$ cat src/rtl/crc_aug_pkg.sv
package crc_aug_pkg;

  localparam int unsigned MAX_W = 32;
  typedef logic [MAX_W-1:0] crc_word_t;

  localparam logic MODE_GEN = 1'b0;
  localparam logic MODE_CHK = 1'b1;

  // Ones in the low w positions
  function automatic crc_word_t width_mask(int unsigned w);
    if (w >= MAX_W) return '1;
    return (crc_word_t'(1) << w) - crc_word_t'(1);
  endfunction

  // One serial step: shift in b at bit 0, fold generator if top bit left
  function automatic crc_word_t crc_bit_step(crc_word_t r, logic b,
                                             crc_word_t g, int unsigned w);
    crc_word_t nxt;
    logic      top;
    top = |(r & (crc_word_t'(1) << (w - 1)));
    nxt = ((r << 1) | crc_word_t'(b)) & width_mask(w);
    if (top) nxt = nxt ^ (g & width_mask(w));
    return nxt;
  endfunction

endpackage

$ cat src/rtl/crc_aug_shreg.sv
module crc_aug_shreg
  import crc_aug_pkg::*;
#(
  parameter int unsigned    W   = 4,
  parameter logic [W-1:0]   GEN = 4'b0011
) (
  input  logic         clk,
  input  logic         rst_n,
  input  logic         clear,
  input  logic         shift_en,
  input  logic         shift_bit,
  output logic [W-1:0] crc_q
);

  crc_word_t step_w;

  assign step_w = crc_bit_step(crc_word_t'(crc_q), shift_bit,
                               crc_word_t'(GEN), W);

  always_ff @(posedge clk or negedge rst_n) begin
    if (!rst_n)         crc_q <= '0;
    else if (clear)     crc_q <= '0;
    else if (shift_en)  crc_q <= step_w[W-1:0];
  end

endmodule

$ cat src/rtl/crc_aug_pad_ctrl.sv
module crc_aug_pad_ctrl
  import crc_aug_pkg::*;
#(
  parameter int unsigned W = 4
) (
  input  logic clk,
  input  logic rst_n,
  input  logic clear,
  input  logic mode,
  input  logic bit_valid,
  input  logic bit_in,
  input  logic msg_end,
  output logic shift_en,
  output logic shift_bit,
  output logic pad_active,
  output logic done
);

  localparam int unsigned       CNT_W    = $clog2(W + 1);
  localparam logic [CNT_W-1:0]  LAST_PAD = CNT_W'(W - 1);

  logic [CNT_W-1:0] pad_cnt;
  logic             pad_last;
  logic             start_pad;
  logic             end_chk;

  assign pad_last  = pad_active && (pad_cnt == LAST_PAD);
  assign start_pad = !clear && !pad_active && msg_end && (mode == MODE_GEN);
  assign end_chk   = !clear && !pad_active && msg_end && (mode == MODE_CHK);

  always_comb begin
    shift_en  = 1'b0;
    shift_bit = 1'b0;
    if (!clear) begin
      if (pad_active) begin
        shift_en  = 1'b1;
        shift_bit = 1'b0;
      end else begin
        shift_en  = bit_valid;
        shift_bit = bit_in;
      end
    end
  end

  always_ff @(posedge clk or negedge rst_n) begin
    if (!rst_n) begin
      pad_active <= 1'b0;
      pad_cnt    <= '0;
      done       <= 1'b0;
    end else if (clear) begin
      pad_active <= 1'b0;
      pad_cnt    <= '0;
      done       <= 1'b0;
    end else begin
      done <= pad_last || end_chk;
      if (pad_active) begin
        pad_cnt <= pad_cnt + 1'b1;
        if (pad_last) begin
          pad_active <= 1'b0;
          pad_cnt    <= '0;
        end
      end else if (start_pad) begin
        pad_active <= 1'b1;
        pad_cnt    <= '0;
      end
    end
  end

endmodule

$ cat src/rtl/crc_aug_serial.sv
module crc_aug_serial
  import crc_aug_pkg::*;
#(
  parameter int unsigned  W   = 4,
  parameter logic [W-1:0] GEN = 4'b0011
) (
  input  logic         clk,
  input  logic         rst_n,
  input  logic         clear,
  input  logic         mode,
  input  logic         bit_valid,
  input  logic         bit_in,
  input  logic         msg_end,
  output logic         done,
  output logic [W-1:0] crc_out,
  output logic         crc_ok
);

  logic shift_en;
  logic shift_bit;
  logic pad_active;

  crc_aug_pad_ctrl #(.W(W)) u_ctrl (
    .clk        (clk),
    .rst_n      (rst_n),
    .clear      (clear),
    .mode       (mode),
    .bit_valid  (bit_valid),
    .bit_in     (bit_in),
    .msg_end    (msg_end),
    .shift_en   (shift_en),
    .shift_bit  (shift_bit),
    .pad_active (pad_active),
    .done       (done)
  );

  crc_aug_shreg #(.W(W), .GEN(GEN)) u_reg (
    .clk       (clk),
    .rst_n     (rst_n),
    .clear     (clear),
    .shift_en  (shift_en),
    .shift_bit (shift_bit),
    .crc_q     (crc_out)
  );

  assign crc_ok = (crc_out == '0);

endmodule

$ cat config.mk
export PLATFORM = sky130hd
export DESIGN_NAME = crc_aug_serial
export DESIGN_NICKNAME = d
export VERILOG_FILES = /design/src/rtl/crc_aug_pkg.sv /design/src/rtl/crc_aug_shreg.sv /design/src/rtl/crc_aug_pad_ctrl.sv /design/src/rtl/crc_aug_serial.sv
export SDC_FILE = /design/constraint.sdc
export NUM_CORES = 1
export LEC_CHECK = 0
export BUFFER_PORTS_ARGS = -buffer_cell sky130_fd_sc_hd__buf_2
export CAP_MARGIN = 20
export CORE_AREA = 4 4 41 43
export CTS_BUF_LIST = sky130_fd_sc_hd__clkbuf_8
export DETAILED_ROUTE_END_ITERATION = 12
export DIE_AREA = 0 0 45 47
export GPL_ROUTABILITY_DRIVEN = 0
export PLACE_DENSITY_LB_ADDON = 0.1
export RECOVER_POWER = 25
export SLEW_MARGIN = 20
export SYNTH_ARGS = -nofsm -noshare
export SYNTH_HDL_FRONTEND = slang
export SYNTH_SLANG_ARGS = --single-unit
export TNS_END_PERCENT = 1
$ cat constraint.sdc
create_clock -name clk -period 1 [get_ports clk]
set_input_delay 0.2 -clock clk [delete_from_list [all_inputs] [get_ports clk]]
set_output_delay 0.2 -clock clk [all_outputs]
set_load 0.05 [all_outputs]
# Yosys cells after proc, flatten, opt, wreduce, memory -nomap -nowiden
# Index checks and enable logic that the tools add are counted.
[word_totals] ff_bits=9 word_cells=36
[classes] add_sub_neg=1 n_eq_ne=1 n_mux=16 n_bitwise=3 n_reduce_logical=11
[op_table] operator="$mux 3" n=4
[op_table] operator="$mux 1" n=9
[op_table] operator="$mux 4" n=2
[op_table] operator="$logic_and 1x1->1" n=5
[op_table] operator="$logic_not 4->1" n=1
[op_table] operator="$or 4x1->4" n=1
[op_table] operator="$add 3x1->3 const B" n=1
[op_table] operator="$eq 3x2->1 const B" n=1
[op_table] operator="$reduce_bool 3->1" n=1
[op_table] operator="$logic_not 1->1" n=2
[op_table] operator="$mux 2" n=1
[op_table] operator="$not 2->2" n=1
[op_table] operator="$reduce_bool 2->1" n=1
[op_table] operator="$logic_or 1x1->1" n=1
[op_table] operator="$not 1->1" n=1

# Longest topological paths before layout
[depth] word_depth=7 ltp_mapped=4 depth_no_buf=4

# Hierarchy
# Synthesis repeated with hierarchy kept, for this count alone.
[hier_totals] cells_unflattened=41 area_unflattened_um2=466.7
[by_module_without_submodules] module="crc_aug_pad_ctrl" n_inst=1 cells_per_inst=25 area_each_um2=271.5 seq_area_each_um2=125.1
[by_module_without_submodules] module="crc_aug_shreg" n_inst=1 cells_per_inst=15 area_each_um2=182.7 seq_area_each_um2=100.1
[by_module_without_submodules] module="crc_aug_serial" n_inst=1 cells_per_inst=1 area_each_um2=12.5 seq_area_each_um2=0.0

# Worst setup path after synthesis
# OpenSTA, ideal clock, no wires.
[synth_timing] path_kind="register -> output" from="register u_reg.crc_q[3]" to="output port crc_ok" t_arrival_ns=2.216 required_ns=0.800 slack_ns=-1.416 path_stages_with_launch=2 n_path_buf=0 path_cell_list="dfrtp_1 -> nor4_1"
[synth_via] elab_chain_len=1
[synth_lines] element="start: declaration" line="crc_aug_shreg.sv:12" source="output logic [W-1:0] crc_q"
[synth_lines] element="start signal: assignment" line="crc_aug_shreg.sv:23" source="else if (shift_en) crc_q <= step_w[W-1:0];"
[synth_lines] element="$logic_not 4->1" line="crc_aug_serial.sv:46" source="assign crc_ok = (crc_out == '0);"
[synth_lines] element="end: declaration" line="crc_aug_serial.sv:16" source="output logic crc_ok"
# Every way passes these cells.

# Worst setup path after layout
[layout_timing] from="register u_reg.crc_q[2]" to="output port crc_ok"
# The elaborated chain is that of the path after synthesis.

==> impl_results.md <==
- Status: finished with violations
- Failing checks: setup timing
- Die Span Y: 47 um
- Kind of critical path: flop to primary output
- Number of antenna violations at the first check in global routing: 0
- Seq/Total Area, Yosys: 50.3%
- Rel. slew slack: 68.0%
- Die width: 45 um
- Ys Warns: 0
- Syn_nets: 53
- Total routed wirelength: ~1000 um
- Max Buffers Root-to-Sink: 2
- Fmax: 761 MHz
- Synthesis-stage register bit count: 9
- FF/Latch Area: 231 sq um
- CTS clk-pin slew, worst paths: around 0.040 ns
- # fillers: 124
- Worst slew pin tran: around 0.48 ns
- DR WL/cell: 12.3 um
- WP data required: 0.80 ns
- Static Leak: approximately 0.31 nW
- Count of pins over their slew limit: 0
- Initial Util: roughly 34%
- Crit path largest cell delay: 0.41 ns
- Pwr Total: 1.02 mW
- Rows: 13
- Vias in the first global route: approximately 400
- WP buf/inv: 1
- Setup Skew: ~0.0015 ns
- Min-Delay Path Class: primary input to flop
- Largest net degree at the start of global routing: 12
- Vias: 396
- Design Area, Final: 704 sq um
- CP Data Arrival Time: about 1.1 ns
- Max Cap Viol: 0
- Final hold violations: 0
- Vias per cell: 4.89
- Root Buffer: clkbuf_8
- Final Cycle Share: 131%
- Global route total overflow: 0
- Port-buffer cells: 12
- Gr usage total: 11.5%
- CTS tree: done
- Final nets: 75
- Clk_lat worst skew: between 0.2 and 0.25 ns
- Synth Area per Inst: 9.95 sq um
- Cell Chain, Critical Path: nor4_4 -> buf_6
- # clock sinks: 9
- Worst Setup End Kind: primary output
- Final min period: 1.31 ns
- Total inserted antenna cells: 0
- Io pins: 13
- First-pass GRT wire length: 1750 um
- Slowest library cell on the worst path: dfrtp_2
- CTS H-Tree Depth: 1
- Pwr Density: 1450 nW/um^2
- Mapped cell area: 448 sq um
- Post-DP HPWL: 761 um
- CP max FO: 2
- DIE AREA: 2120 sq um
- Remaining DRCs: 0
- CP Launch Type: flop
- Peak VDD IR: ~600 uV
- Setup WS post-layout: -0.313 ns
- Share of cells above drive strength 1: 48.5%
- Core box area: 1300 sq um
- Area growth from synthesis to layout: 57.3%
- Hold Slack: 0.247 ns
- Area of the multi-input gates: approximately 250 sq um
- CP top delay family: flip-flops
- RSZ-0062 raised after global routing: yes
- Area after DPL: approximately 580 sq um
- Drt pass-1 iters: 4
- Yosys cell types: 21
- Clock buffer count from CTS: 3
- Post-Synthesis Cells: 45
- Final setup fails: 9
- DRT iter0 DRCs: 8
- Final ANT Viol Nets: 0
==> state kept, by name (all words and copies together), names as in the netlist <==
signal / count
u_ctrl.pad_cnt: 3
u_ctrl.pad_active: 1
u_ctrl.done: 1
u_reg.crc_q: 4
==> cells in the mapped netlist, drive strengths merged <==
cell / number / area, sq um
a2111oi: 1 / 10.0
a21oi: 7 / 35.0
a22oi: 1 / 7.51
a31oi: 1 / 6.26
and3b: 1 / 8.76
buf: 1 / 11.3
clkbuf: 1 / 5.00
dfrtp: 9 / 225
ha: 1 / 12.5
inv: 1 / 3.75
nand2: 2 / 7.51
nand2b: 2 / 12.5
nand3: 2 / 10.0
nand3b: 4 / 30.0
nor2: 4 / 15.0
nor3: 2 / 15.0
nor3b: 1 / 7.51
nor4: 1 / 6.26
o21ai: 2 / 10.0
xor2: 1 / 8.76
==> final timing paths <==
check,start,end,slack [ns],depth (start not counted)
max in group asynchronous,rst_n,u_reg.crc_q[0]$_DFFE_PN0P_,0.20,2
hold reg to reg,u_ctrl.pad_cnt[2]$_DFFE_PN0P_,u_ctrl.pad_cnt[2]$_DFFE_PN0P_,0.54,2
setup / recovery,u_reg.crc_q[2]$_DFFE_PN0P_,crc_ok,-0.31,2
setup reg to reg,u_ctrl.pad_cnt[0]$_DFFE_PN0P_,u_ctrl.pad_cnt[2]$_DFFE_PN0P_,-0.09,2
min in group asynchronous,rst_n,u_ctrl.pad_cnt[1]$_DFFE_PN0P_,0.45,2
hold / removal,clear,u_ctrl.pad_cnt[0]$_DFFE_PN0P_,0.25,2
==> layout by cell type (no fill, tap or decap), types with 2 or more instances in the layout <==
master / synthesis / layout
buf_6: 1 / 6
dfrtp_1: 9 / 4
dfrtp_2: 0 / 5
buf_2: 0 / 5
o21ai_1: 2 / 2
nand3b_1: 4 / 4
a21oi_1: 7 / 6
nor2_1: 4 / 3
nand2_1: 2 / 2
inv_1: 1 / 2
buf_4: 0 / 6
clkbuf_8: 0 / 3
nand3_1: 2 / 2
==> per-layer routing <==
layer	share of wire (%)	vias up	GRT usage, %
met5	0	-	0
met4	0.60	0	5.26
met3	7.1	2	2.30
met2	50	15	18.9
met1	42	176	14.5
li1	-	203	-
==> worst reg2reg max path, delay by kind of cell, from the launching register on <==
kind,cells,cell delay [ns]
adder cells (fa/ha/maj),1,0.19
AO/OA/AOI/OAI,1,0.37
flip-flops,1,0.41
==> final cells by class <==
cell class                      instances  share of cell area (%)
Clock buffer                            3                    5.86
Clock inverter                          1                   0.533
Inverter                                1                   0.533
Multi-Input combinational cell         33                    36.1
Sequential cell                         9                    32.9
Tap cell                               15                    2.66
Timing Repair Buffer                   19                    21.5
==> power breakdown <==
group | internal [mW] | switching, mW | leakage [nW]
Clock | 0.266 | 0.126 | 0.0269
Combinational | 0.0967 | 0.125 | 0.164
Sequential | 0.384 | 0.0240 | 0.115
==> logic make-up after synthesis <==
logic type,Yosys count,synth area share (%)
flip-flops,9,50.3
XOR/XNOR,1,1.96
adder cells (fa/ha/maj),1,2.79
AO/OA/AOI/OAI,12,15.4
AND/OR/NAND/NOR,19,25.1
buffers and inverters,3,4.47
==> stage by stage <==
step	TNS [ns]	worst slack, ns	std cells	util, %
2_1_floorplan	-0.540	-0.418	45	-
5_1_grt	-1.38	-0.375	81	54.1
6_report	-0.886	-0.313	81	54.1
3_3_place_gp	-0.509	-0.137	76	44.2
4_1_cts	-0.945	-0.322	81	52.2
3_5_place_dp	-0.590	-0.156	76	44.2
==> repair_timing <==
action | 4_1_cts | 5_1_grt
pin swaps | 0 | 1
hold buffers | 1 | 0
setup endpoints to repair | 14 | 14
hold endpoints to repair | 9 | 0
gates resized for setup | 15 | 6
buffers inserted | 0 | 0
(Power assumes the default switching activity.)
